`config.mk`:
```
export PLATFORM = sky130hd
export DESIGN_NAME = ext_bus_sizer
export DESIGN_NICKNAME = d
export VERILOG_FILES = /design/src/rtl/ebs_pkg.sv /design/src/rtl/ebs_addr_decode.sv /design/src/rtl/ebs_lane_steer.sv /design/src/rtl/ebs_seq_ctrl.sv /design/src/rtl/ext_bus_sizer.sv
export SDC_FILE = /design/constraint.sdc
export NUM_CORES = 1
export LEC_CHECK = 0
export ABC_CLOCK_PERIOD_IN_PS = 1800
export BUFFER_PORTS_ARGS = -buffer_cell sky130_fd_sc_hd__buf_4
export CORE_ASPECT_RATIO = 0.6
export CORE_MARGIN = 8
export CORE_UTILIZATION = 43
export DETAILED_ROUTE_END_ITERATION = 10
export GPL_TIMING_DRIVEN = 0
export PLACE_DENSITY = 0.83
export REMOVE_ABC_BUFFERS = 1
export SLEW_MARGIN = 20
export SYNTH_ARGS = -nofsm -noshare
export SYNTH_HDL_FRONTEND = slang
export SYNTH_SLANG_ARGS = --single-unit
```
`constraint.sdc`:
```
create_clock -name clk_i -period 1.8 [get_ports clk_i]
set_input_delay 0.09 -clock clk_i [delete_from_list [all_inputs] [get_ports clk_i]]
set_output_delay 0.09 -clock clk_i [all_outputs]
set_load 0.05 [all_outputs]
```
`src/rtl/ebs_pkg.sv`:
```
package ebs_pkg;
  typedef enum logic [1:0] {
    ST_IDLE = 2'd0,
    ST_BUS  = 2'd1,
    ST_GAP  = 2'd2
  } ebs_state_e;

  typedef struct packed {
    logic as_n;
    logic rd_n;
    logic hwr_n;
    logic lwr_n;
  } ebs_strb_t;
endpackage

```
`src/rtl/ebs_addr_decode.sv`:
```
module ebs_addr_decode #(
  parameter int            AW      = 24,
  parameter logic [AW-1:0] IROM_HI = 24'h01FFFF,
  parameter logic [AW-1:0] IRAM_LO = 24'hFFDF10,
  parameter logic [AW-1:0] IRAM_HI = 24'hFFFF0F
) (
  input  logic [AW-1:0] addr_i,
  input  logic          irom_en_i,
  input  logic          iram_en_i,
  input  logic          single_chip_i,
  output logic          internal_o
);
  logic rom_hit, ram_hit;

  assign rom_hit = irom_en_i && (addr_i <= IROM_HI);

  // RAM window is optional: an empty range (HI < LO) removes the compare
  generate
    if (IRAM_HI >= IRAM_LO) begin : g_ram
      assign ram_hit = iram_en_i && (addr_i >= IRAM_LO) && (addr_i <= IRAM_HI);
    end else begin : g_no_ram
      assign ram_hit = 1'b0;
    end
  endgenerate

  assign internal_o = single_chip_i || rom_hit || ram_hit;
endmodule

```
`src/rtl/ebs_lane_steer.sv`:
```
module ebs_lane_steer #(
  parameter int BW = 8,
  localparam int DW = 2 * BW
) (
  input  logic            act_i,
  input  logic            phase_i,
  input  logic            addr0_i,
  input  logic            word_i,
  input  logic            write_i,
  input  logic            bus16_i,
  input  logic [DW-1:0]   wdata_i,
  input  logic [DW-1:0]   din_i,
  input  logic [DW-1:0]   rdata_i,
  output ebs_pkg::ebs_strb_t strb_o,
  output logic [DW-1:0]   dout_o,
  output logic            dout_en_o,
  output logic            addr0_o,
  output logic [DW-1:0]   rdata_nxt_o
);
  logic lane_hi, lane_lo;
  logic [BW-1:0] wr_byte;

  assign lane_hi = !bus16_i || word_i || !addr0_i;
  assign lane_lo = bus16_i && (word_i || addr0_i);

  assign strb_o.as_n  = !act_i;
  assign strb_o.rd_n  = !(act_i && !write_i);
  assign strb_o.hwr_n = !(act_i && write_i && lane_hi);
  assign strb_o.lwr_n = !(act_i && write_i && lane_lo);
  assign dout_en_o    = act_i && write_i;
  assign addr0_o      = phase_i ? 1'b1 : addr0_i;

  // narrow word: even byte (upper half) goes out first
  assign wr_byte = (word_i && !phase_i) ? wdata_i[DW-1:BW] : wdata_i[BW-1:0];

  always_comb begin
    if (!bus16_i)          dout_o = {wr_byte, {BW{1'b0}}};
    else if (word_i)       dout_o = wdata_i;
    else if (!addr0_i)     dout_o = {wdata_i[BW-1:0], {BW{1'b0}}};
    else                   dout_o = {{BW{1'b0}}, wdata_i[BW-1:0]};
  end

  always_comb begin
    if (!bus16_i) begin
      if (!word_i)         rdata_nxt_o = {{BW{1'b0}}, din_i[DW-1:BW]};
      else if (!phase_i)   rdata_nxt_o = {din_i[DW-1:BW], rdata_i[BW-1:0]};
      else                 rdata_nxt_o = {rdata_i[DW-1:BW], din_i[DW-1:BW]};
    end else begin
      if (word_i)          rdata_nxt_o = din_i;
      else if (!addr0_i)   rdata_nxt_o = {{BW{1'b0}}, din_i[DW-1:BW]};
      else                 rdata_nxt_o = {{BW{1'b0}}, din_i[BW-1:0]};
    end
  end
endmodule

```
`src/rtl/ebs_seq_ctrl.sv`:
```
module ebs_seq_ctrl #(
  parameter int AW = 24,
  parameter int BW = 8,
  localparam int DW = 2 * BW
) (
  input  logic          clk_i,
  input  logic          rst_ni,
  input  logic          req_i,
  input  logic [AW-1:0] addr_i,
  input  logic          word_i,
  input  logic          write_i,
  input  logic [DW-1:0] wdata_i,
  input  logic          bus16_i,
  input  logic          internal_i,
  input  logic          cyc_ack_i,
  input  logic [DW-1:0] rdata_nxt_i,
  output logic          busy_o,
  output logic          done_o,
  output logic          internal_o,
  output logic          align_err_o,
  output logic          act_o,
  output logic          phase_o,
  output logic [AW-1:0] addr_o,
  output logic          word_o,
  output logic          write_o,
  output logic [DW-1:0] wdata_o,
  output logic          bus16_o,
  output logic [DW-1:0] rdata_o
);
  import ebs_pkg::*;

  ebs_state_e state_q;
  logic split;

  assign split  = word_o && !bus16_o;
  assign busy_o = (state_q != ST_IDLE);
  assign act_o  = (state_q == ST_BUS);

  always_ff @(posedge clk_i or negedge rst_ni) begin
    if (!rst_ni) begin
      state_q     <= ST_IDLE;
      phase_o     <= 1'b0;
      done_o      <= 1'b0;
      internal_o  <= 1'b0;
      align_err_o <= 1'b0;
      addr_o      <= '0;
      word_o      <= 1'b0;
      write_o     <= 1'b0;
      wdata_o     <= '0;
      bus16_o     <= 1'b0;
      rdata_o     <= '0;
    end else begin
      done_o      <= 1'b0;
      internal_o  <= 1'b0;
      align_err_o <= 1'b0;
      unique case (state_q)
        ST_IDLE: if (req_i) begin
          if (word_i && addr_i[0]) begin
            align_err_o <= 1'b1;
          end else if (internal_i) begin
            done_o     <= 1'b1;
            internal_o <= 1'b1;
          end else begin
            state_q <= ST_BUS;
            phase_o <= 1'b0;
            addr_o  <= addr_i;
            word_o  <= word_i;
            write_o <= write_i;
            wdata_o <= wdata_i;
            bus16_o <= bus16_i;
          end
        end
        ST_BUS: if (cyc_ack_i) begin
          if (!write_o) rdata_o <= rdata_nxt_i;
          if (split && !phase_o) begin
            state_q <= ST_GAP;
          end else begin
            state_q <= ST_IDLE;
            phase_o <= 1'b0;
            done_o  <= 1'b1;
          end
        end
        ST_GAP: begin
          state_q <= ST_BUS;
          phase_o <= 1'b1;
        end
        default: state_q <= ST_IDLE;
      endcase
    end
  end

  a_r8_err_no_start: assert property (@(posedge clk_i) disable iff (!rst_ni)
    align_err_o |-> !busy_o && !done_o);
  a_r9_done_idle: assert property (@(posedge clk_i) disable iff (!rst_ni)
    done_o |-> !busy_o);
  a_r2_internal_done: assert property (@(posedge clk_i) disable iff (!rst_ni)
    internal_o |-> done_o);
  a_r5_gap_then_bus: assert property (@(posedge clk_i) disable iff (!rst_ni)
    (state_q == ST_GAP) |=> act_o && phase_o);
endmodule

```
`src/rtl/ext_bus_sizer.sv`:
```
module ext_bus_sizer #(
  parameter int            AW      = 24,
  parameter int            BW      = 8,
  parameter logic [AW-1:0] IROM_HI = 24'h01FFFF,
  parameter logic [AW-1:0] IRAM_LO = 24'hFFDF10,
  parameter logic [AW-1:0] IRAM_HI = 24'hFFFF0F,
  localparam int           DW      = 2 * BW
) (
  input  logic          clk_i,
  input  logic          rst_ni,
  input  logic          req_i,
  input  logic [AW-1:0] addr_i,
  input  logic          word_i,
  input  logic          write_i,
  input  logic [DW-1:0] wdata_i,
  input  logic          bus16_i,
  input  logic          irom_en_i,
  input  logic          iram_en_i,
  input  logic          single_chip_i,
  output logic          busy_o,
  output logic          done_o,
  output logic          internal_o,
  output logic          align_err_o,
  output logic [DW-1:0] rdata_o,
  output logic          cyc_req_o,
  input  logic          cyc_ack_i,
  output logic [AW-1:0] ext_addr_o,
  output logic          as_no,
  output logic          rd_no,
  output logic          hwr_no,
  output logic          lwr_no,
  output logic [DW-1:0] dout_o,
  output logic          dout_en_o,
  input  logic [DW-1:0] din_i
);
  import ebs_pkg::*;

  logic          is_int, act, phase, word_q, write_q, bus16_q, addr0;
  logic [AW-1:0] addr_q;
  logic [DW-1:0] wdata_q, rdata_nxt;
  ebs_strb_t     strb;

  ebs_addr_decode #(
    .AW(AW), .IROM_HI(IROM_HI), .IRAM_LO(IRAM_LO), .IRAM_HI(IRAM_HI)
  ) u_dec (
    .addr_i        (addr_i),
    .irom_en_i     (irom_en_i),
    .iram_en_i     (iram_en_i),
    .single_chip_i (single_chip_i),
    .internal_o    (is_int)
  );

  ebs_seq_ctrl #(.AW(AW), .BW(BW)) u_ctrl (
    .clk_i       (clk_i),
    .rst_ni      (rst_ni),
    .req_i       (req_i),
    .addr_i      (addr_i),
    .word_i      (word_i),
    .write_i     (write_i),
    .wdata_i     (wdata_i),
    .bus16_i     (bus16_i),
    .internal_i  (is_int),
    .cyc_ack_i   (cyc_ack_i),
    .rdata_nxt_i (rdata_nxt),
    .busy_o      (busy_o),
    .done_o      (done_o),
    .internal_o  (internal_o),
    .align_err_o (align_err_o),
    .act_o       (act),
    .phase_o     (phase),
    .addr_o      (addr_q),
    .word_o      (word_q),
    .write_o     (write_q),
    .wdata_o     (wdata_q),
    .bus16_o     (bus16_q),
    .rdata_o     (rdata_o)
  );

  ebs_lane_steer #(.BW(BW)) u_steer (
    .act_i       (act),
    .phase_i     (phase),
    .addr0_i     (addr_q[0]),
    .word_i      (word_q),
    .write_i     (write_q),
    .bus16_i     (bus16_q),
    .wdata_i     (wdata_q),
    .din_i       (din_i),
    .rdata_i     (rdata_o),
    .strb_o      (strb),
    .dout_o      (dout_o),
    .dout_en_o   (dout_en_o),
    .addr0_o     (addr0),
    .rdata_nxt_o (rdata_nxt)
  );

  assign cyc_req_o  = act;
  assign ext_addr_o = {addr_q[AW-1:1], addr0};
  assign as_no      = strb.as_n;
  assign rd_no      = strb.rd_n;
  assign hwr_no     = strb.hwr_n;
  assign lwr_no     = strb.lwr_n;

  a_r1_idle_quiet: assert property (@(posedge clk_i) disable iff (!rst_ni)
    !busy_o |-> as_no && rd_no && hwr_no && lwr_no && !cyc_req_o);
  a_r4_narrow_lane: assert property (@(posedge clk_i) disable iff (!rst_ni)
    (cyc_req_o && !bus16_q) |-> lwr_no && (dout_o[BW-1:0] == '0));
  a_r10_rd_excl: assert property (@(posedge clk_i) disable iff (!rst_ni)
    !rd_no |-> hwr_no && lwr_no && !dout_en_o && !as_no);
  a_r5_second_odd: assert property (@(posedge clk_i) disable iff (!rst_ni)
    (cyc_req_o && phase) |-> ext_addr_o[0]);
  a_r9_addr_hold: assert property (@(posedge clk_i) disable iff (!rst_ni)
    (cyc_req_o && $past(cyc_req_o) && !$past(cyc_ack_i)) |-> $stable(ext_addr_o) && $stable(dout_o));
endmodule

```
==> flow_metrics.py, run 1 <==
metrics = {
    "setup_path": {
        "worstSetupPathType": "register to register",
        "reg2reg_setup_slack_ns": 0.02,
        "ff2ff_path_depth": 4,
        "max_stage_delay_ns": 0.44,
        "timing.critical_path.slowest_stage_cell": "sky130_fd_sc_hd__dfrtp_2",
        "required_ns": 2.01,
        "cp.buffers_inverters": 0,
        "critPathLaunchType": "register",
        "reg2reg_from": "u_ctrl.state_q[0]",
        "critical-path-top-cell-by-count": "sky130_fd_sc_hd__or2_4",
        "critical_path_arrival_ns": 1.99,
        "worst_setup_path_end_kind": "register",
        "crit_path_max_fanout": 7,
        "r2r_end": "u_ctrl.wdata_o[7]",
        "critical_path.cell_chain": "or2_4, or2_4, nand3b_4, mux2_4",
        "crit_family": "simple AND/OR/NAND/NOR gates",
    },
    "synth": {
        "post_synth_main_area_contributors": "sky130_fd_sc_hd__dfrtp_1 (52%), sky130_fd_sc_hd__mux2_4 (19%), sky130_fd_sc_hd__o221a_2 (2.9%), sky130_fd_sc_hd__o21ai_0 (2.6%), sky130_fd_sc_hd__a22o_1 (2.3%)",
        "synth_area_per_cell_um2": 12.84,
        "synth.largest_area_cell": "sky130_fd_sc_hd__dfrtp_1",
        "synth_xor_area_share_pct": 0,
        "asyncSetResetFlopFracSynth_pct": 100.0,
        "post_synthesis_compound_gate_area_fraction_pct": 10.55,
        "synth_fa_ha_area_share_pct": 0,
        "synth_edf_count": 0,
        "dominant_combinational_cell_family_by_area_after_synthesis": "multiplexers",
        "post_synth_inst_count": 242,
        "synthDistinctLibCells": 37,
        "post-synth-top-count-cell": "sky130_fd_sc_hd__dfrtp_1",
        "ys_seq_elements": 65,
        "syn-cell-area_um2": 3108,
        "post_synth_and_or_nand_nor_area_fraction_pct": 10.99,
        "synthMuxAreaShare_pct": 22.67,
        "synth_top_area_share_pct": 52.33,
        "synth_top_cells_by_count": "sky130_fd_sc_hd__dfrtp_1 (65), sky130_fd_sc_hd__mux2_4 (40), sky130_fd_sc_hd__o21ai_0 (16)",
        "synth_ff_type": "sky130_fd_sc_hd__dfrtp_1",
        "yosys_warnings": 0,
        "synth_seq_area_share_pct": 52.33,
    },
    "route": {
        "drt-vias-per-instance": 5.214,
        "drt_pre_antenna_iters": 5,
        "drt-initial-drc-count": 160,
        "post-route-drc-count": 0,
        "routed_wire_length_per_instance_um": 20.01,
        "antenna_violating_nets_post_route": 0,
        "num_vias": 2727,
        "wl_mm": 10.47,
    },
    "global_route": {
        "grt_pass1_vias": 3054,
        "antenna_violations_before_repair": 0,
        "grt_pass1_wl_mm": 16.37,
        "global_route.overflow_total": 0,
        "grt_usage_pct": 20.73,
        "maximum_number_of_pins_on_one_net_before_global_route_repair": 66,
    },
    "placement": {
        "post-place-cells": 451,
        "detailedPlacementHpwl_mm": 6.271,
        "gp_congestion": 0.7742,
        "port_buffers": 131,
    },
    "clock_network": {
        "worst_setup_hold_path_clk_slew_ns": 0.05,
        "cts.sink_count": 65,
        "clock_latency_at_the_later_pin_of_the_worst_skew_pair_ns": 0.33,
        "cts_root_buf": "sky130_fd_sc_hd__clkbuf_16",
        "cts_tree": "done",
        "cts_max_path_buffers": 2,
        "ctsHtreeMaxLevel": 3,
        "cts_made_buffers": 9,
    },
    "floorplan": {
        "die_w_um": 125.8,
        "rows": 24,
        "coreArea_um2": 7117,
        "i_o_pins": 132,
        "floorplan.die_area_um2": 10290,
        "die_h_um": 81.86,
        "starting_density_pct": 43.67,
    },
    "timing": {
        "maxClockFrequency_ghz": 0.5622,
        "clock-skew-final_ns": 0.01009,
        "drv_slew": 0,
        "max_slew.worst_pin.slew_ns": 1.138,
        "setup_viol": 0,
        "grt_setup_unrepaired": "yes",
        "period_needed_ns": 1.779,
        "timing_hold_violations_final": 0,
        "finalCritPeriodShare_pct": 98.82,
        "relative_max_transition_margin_pct": 24.16,
    },
    "final_layout": {
        "synthesis_to_finish_area_growth_pct": 64.65,
        "fin_util_pct": 71.91,
        "num-fill-cells": 496,
        "layout-drive-gt1-share_pct": 53.47,
        "multi_input_area_um2": 1583,
        "post_layout_nonfiller_instances": 523,
        "diodes": 0,
        "sequential_cell_area_um2": 1630,
        "nets": 493,
    },
    "pwr": {
        "leakagePower_nw": 2.556,
        "worst_ir_drop_vdd_v": 0.001216,
        "p_per_area_nw_per_um2": 2188,
        "power_mw": 11.20,
    },
    "hold_path": {
        "min_from": "addr_i[21]",
        "min_delay_worst_endpoint": "u_ctrl.addr_o[21]",
        "min_delay_path_depth": 2,
        "hold_class": "input port to register",
    },
    "run_status": {
        "outcome": "finished clean",
    },
    "job": {
        "timing.max_cap.violations": 0,
    },
}
## power by group
group / leakage [nW] / switching [mW] / internal, mW / total, mW
registers: 0.790 / 0.542 / 2.16 / 2.70
clock network: 0.149 / 0.641 / 1.15 / 1.79
logic: 1.62 / 4.21 / 2.50 / 6.71
total: 2.56 / 5.39 / 5.81 / 11.2
## routing by layer
metal | routed length, um | global-route usage (%) | share of wire, % | vias up
met1 | 4585 | 24.48 | 44 | 1341
met4 | 85 | 7.151 | 0.81 | 0
met5 | 0 | 0 | 0 | -
met3 | 833 | 8.360 | 8.0 | 12
met2 | 4961 | 34.42 | 47 | 117
li1 | - | - | - | 1257
## cell usage in the layout (no fill, tap or decap), types with 2 or more instances in the layout
| master | n |
|---|---|
| sky130_fd_sc_hd__nand3b_4 | 8 |
| sky130_fd_sc_hd__dfrtp_2 | 3 |
| sky130_fd_sc_hd__dlygate4sd3_1 | 43 |
| sky130_fd_sc_hd__nor2_1 | 13 |
| sky130_fd_sc_hd__nand3_1 | 2 |
| sky130_fd_sc_hd__a21oi_1 | 3 |
| sky130_fd_sc_hd__buf_4 | 135 |
| sky130_fd_sc_hd__or2_4 | 3 |
| sky130_fd_sc_hd__clkbuf_16 | 9 |
| sky130_fd_sc_hd__and2_1 | 10 |
| sky130_fd_sc_hd__mux2i_1 | 7 |
| sky130_fd_sc_hd__nand2_1 | 14 |
| sky130_fd_sc_hd__or2_2 | 2 |
| sky130_fd_sc_hd__nand2b_1 | 3 |
| sky130_fd_sc_hd__inv_1 | 5 |
| sky130_fd_sc_hd__a22o_1 | 8 |
| sky130_fd_sc_hd__nand4_1 | 3 |
| sky130_fd_sc_hd__mux2_2 | 3 |
| sky130_fd_sc_hd__o221a_2 | 8 |
| sky130_fd_sc_hd__o21ai_0 | 16 |
| sky130_fd_sc_hd__nor3_1 | 2 |
| sky130_fd_sc_hd__mux2_4 | 40 |
| sky130_fd_sc_hd__dfrtp_1 | 62 |
| sky130_fd_sc_hd__nor4_1 | 3 |
| sky130_fd_sc_hd__clkbuf_8 | 2 |
## sequential cells by signal (all words and copies together) (netlist names)
signal	count
u_ctrl.addr_o	24
u_ctrl.phase_o	1
u_ctrl.state_q	2
u_ctrl.internal_o	1
u_ctrl.align_err_o	1
u_ctrl.done_o	1
u_ctrl.write_o	1
u_ctrl.word_o	1
u_ctrl.wdata_o	16
u_ctrl.bus16_o	1
u_ctrl.rdata_o	16
## logic make-up after synthesis
logic type / Yosys count
simple gates: 64
compound gates: 44
buf+inv: 19
flops: 65
mux: 50
## timing repair
| action | CTS | global route |
|---|---|---|
| hold buffers | 43 | 0 |
| endpoints found under the hold margin | 107 | 0 |
| buffers inserted | 4 | 1 |
| gates cloned | 7 | 1 |
| pin swaps | 2 | 2 |
| setup endpoints to repair | 76 | 61 |
| resized for setup | 20 | 13 |
## layout make-up
class | count | share of cell area (%)
Clock inverter | 4 | 1.002
Clock buffer | 12 | 5.012
Multi-Input combinational cell | 166 | 30.93
Tap cell | 91 | 2.225
Inverter | 6 | 0.5379
Sequential cell | 65 | 31.86
Timing Repair Buffer | 179 | 28.44
## worst max path at each step
stage | from | to | slack [ns] | cells after the start
finish | u_ctrl.state_q[0] | u_ctrl.wdata_o[7] | 0.02 | 4
CTS | u_ctrl.state_q[0] | u_ctrl.wdata_o[7] | 0.0005 | 4
detailed placement | u_ctrl.state_q[0] | u_ctrl.wdata_o[7] | -0.61 | 4
floorplan | u_ctrl.state_q[0] | u_ctrl.addr_o[0] | -0.57 | 4
global route | u_ctrl.state_q[0] | u_ctrl.wdata_o[5] | -0.02 | 4
global placement | u_ctrl.state_q[0] | u_ctrl.addr_o[2] | -0.57 | 4
## worst reg2reg max path, cell delays in order, from the launching register on
cell and delay [ns]:
sky130_fd_sc_hd__dfrtp_2 0.44, sky130_fd_sc_hd__or2_4 0.28, sky130_fd_sc_hd__or2_4 0.29, sky130_fd_sc_hd__nand3b_4 0.26, sky130_fd_sc_hd__mux2_4 0.39
## through the flow
step	cell area [um^2]	setup slack (ns)	hold slack, ns	setup TNS, ns
2_1_floorplan	3023	-0.5724	-0.2056	-26.91
3_3_place_gp	4120	-0.5735	0.2306	-24.93
3_5_place_dp	4120	-0.6065	0.2443	-27.19
4_1_cts	5064	0.0005482	0.00006908	0
5_1_grt	5117	-0.02426	0.002918	-0.2144
6_report	5117	0.02120	0.01469	0
(Power assumes the default switching activity.)
==> run 2: changes to the inputs <==
--- a/config.mk
+++ b/config.mk
@@ -12,6 +12,7 @@
 export CORE_UTILIZATION = 43
 export DETAILED_ROUTE_END_ITERATION = 10
 export GPL_TIMING_DRIVEN = 0
+export HOLD_SLACK_MARGIN = 0.12
 export PLACE_DENSITY = 0.83
 export REMOVE_ABC_BUFFERS = 1
 export SLEW_MARGIN = 20
==> flow_metrics.py, run 2 (synthesized netlist as in run 1, its figures left out) <==
metrics = {
    "global_route": {
        "antenna_violations_before_repair": 0,
        "grt_pass1_vias": 3153,
        "maximum_number_of_pins_on_one_net_before_global_route_repair": 66,
        "global_route.overflow_total": 0,
        "grt_pass1_wl_mm": 17.01,
        "grt_usage_pct": 21.64,
    },
    "setup_path": {
        "required_ns": 2.02,
        "crit_path_max_fanout": 7,
        "critPathLaunchType": "register",
        "worstSetupPathType": "register to register",
        "worst_setup_path_end_kind": "register",
        "critical_path_arrival_ns": 2.01,
    },
    "timing": {
        "finalCritPeriodShare_pct": 99.45,
        "relative_max_transition_margin_pct": 24.69,
        "drv_slew": 0,
        "period_needed_ns": 1.790,
        "setup_viol": 0,
        "timing_hold_violations_final": 0,
        "grt_setup_unrepaired": "yes",
        "maxClockFrequency_ghz": 0.5586,
        "setup_slack_ns": 0.009882,
        "clock-skew-final_ns": 0.009305,
        "worst_hold_slack_ns": 0.3784,
        "max_slew.worst_pin.slew_ns": 1.130,
    },
    "clock_network": {
        "clock_latency_at_the_later_pin_of_the_worst_skew_pair_ns": 0.34,
        "cts_made_buffers": 9,
        "cts.sink_count": 65,
        "cts_root_buf": "sky130_fd_sc_hd__clkbuf_16",
        "cts_max_path_buffers": 2,
        "ctsHtreeMaxLevel": 3,
        "cts_tree": "done",
        "worst_setup_hold_path_clk_slew_ns": 0.06,
    },
    "route": {
        "post-route-drc-count": 0,
        "drt_pre_antenna_iters": 5,
        "drt-initial-drc-count": 193,
        "routed_wire_length_per_instance_um": 20.04,
        "num_vias": 2823,
        "antenna_violating_nets_post_route": 0,
        "wl_mm": 10.88,
        "drt-vias-per-instance": 5.199,
    },
    "final_layout": {
        "largest_register_ff_count": 24,
        "nets": 513,
        "layout_common_cells": "sky130_fd_sc_hd__buf_4 (135), sky130_fd_sc_hd__dlygate4sd3_1 (63), sky130_fd_sc_hd__dfrtp_1 (62)",
        "largest-register": "u_ctrl.addr_o",
        "synthesis_to_finish_area_growth_pct": 71.09,
        "num-fill-cells": 465,
        "layout-drive-gt1-share_pct": 51.11,
        "final_common_cell": "sky130_fd_sc_hd__buf_4",
        "diodes": 0,
        "post_layout_nonfiller_instances": 543,
        "reg_top3": "u_ctrl.addr_o x24, u_ctrl.rdata_o x16, u_ctrl.wdata_o x16",
    },
    "floorplan": {
        "rows": 24,
        "starting_density_pct": 43.67,
        "die_w_um": 125.8,
        "i_o_pins": 132,
        "floorplan.die_area_um2": 10290,
        "coreArea_um2": 7117,
        "die_h_um": 81.86,
    },
    "pwr": {
        "p_per_area_nw_per_um2": 2117,
        "leakagePower_nw": 2.638,
        "worst_ir_drop_vdd_v": 0.001219,
        "power_mw": 11.26,
    },
    "placement": {
        "detailedPlacementHpwl_mm": 6.271,
        "pre_cts_slack_ns": -0.6065,
        "post-place-cells": 451,
        "gp_congestion": 0.7742,
        "port_buffers": 131,
    },
    "run_status": {
        "outcome": "finished clean",
    },
    "hold_path": {
        "hold_class": "input port to register",
    },
    "job": {
        "timing.max_cap.violations": 0,
    },
}
==> run 2: cell types whose count changed in the layout (fill, tap and decap cells not counted) <==
cell	before	now
sky130_fd_sc_hd__dlygate4sd3_1	43	63
==> run 2: worst paths after layout <==
path,depth (start not counted),endpoint,from,slack (ns)
worst max-delay path,4,u_ctrl.addr_o[7],u_ctrl.state_q[0],0.01
worst min-delay path,4,u_ctrl.internal_o,single_chip_i,0.38
worst max register to register,4,u_ctrl.addr_o[7],u_ctrl.state_q[0],0.01
worst min register to register,2,u_ctrl.rdata_o[1],u_ctrl.rdata_o[1],0.50
max in group asynchronous,2,u_ctrl.bus16_o,rst_ni,0.81
min in group asynchronous,2,u_ctrl.addr_o[11],rst_ni,0.39
==> run 2: report_power, final <==
| part | switching (mW) | leakage (nW) | internal, mW | total, mW |
|---|---|---|---|---|
| combinational | 4.23 | 1.70 | 2.53 | 6.76 |
| clock | 0.636 | 0.149 | 1.15 | 1.78 |
| sequential | 0.558 | 0.790 | 2.16 | 2.72 |
| total | 5.42 | 2.64 | 5.84 | 11.3 |
==> run 2: stage by stage <==
| stage | instance area, um^2 | TNS, ns | util [%] |
|---|---|---|---|
| after floorplan | 3023 | -26.91 | - |
| after global placement | 4120 | -24.93 | 57.89 |
| after detailed placement | 4120 | -27.19 | 57.89 |
| after CTS | 5264 | 0 | 73.96 |
| after global routing | 5318 | -0.1947 | 74.72 |
| final | 5318 | 0 | 74.72 |
==> run 2: cell type report <==
type / count / area (um^2) / area share (%)
Sequential cell: 65 / 1630 / 30.66
Tap cell: 91 / 113.9 / 2.141
Clock inverter: 4 / 51.30 / 0.9647
Inverter: 6 / 27.53 / 0.5176
Multi-Input combinational cell: 166 / 1583 / 29.76
Timing Repair Buffer: 199 / 1655 / 31.13
Clock buffer: 12 / 256.5 / 4.824
==> run 2: routing by layer <==
metal	track usage (%)	vias to the layer above	part of all wire [%]
met4	7.628	0	1.2
li1	-	1298	-
met5	0	-	0
met1	25.01	1390	43
met3	8.879	14	8.0
met2	36.46	121	48
==> run 2: worst max-delay path, stage by stage, from the launching register on <==
cell and delay [ns]:
sky130_fd_sc_hd__dfrtp_2 0.44, sky130_fd_sc_hd__or2_4 0.28, sky130_fd_sc_hd__or2_4 0.30, sky130_fd_sc_hd__nand3b_4 0.27
sky130_fd_sc_hd__mux2_4 0.39
==> run 2: repair_timing <==
item | CTS | global route
endpoints found under the hold margin | 129 | 0
pin swaps | 2 | 2
gates cloned | 7 | 1
setup buffers | 4 | 1
hold buffers | 63 | 0
resized for setup | 20 | 13
endpoints found under the setup margin | 76 | 60
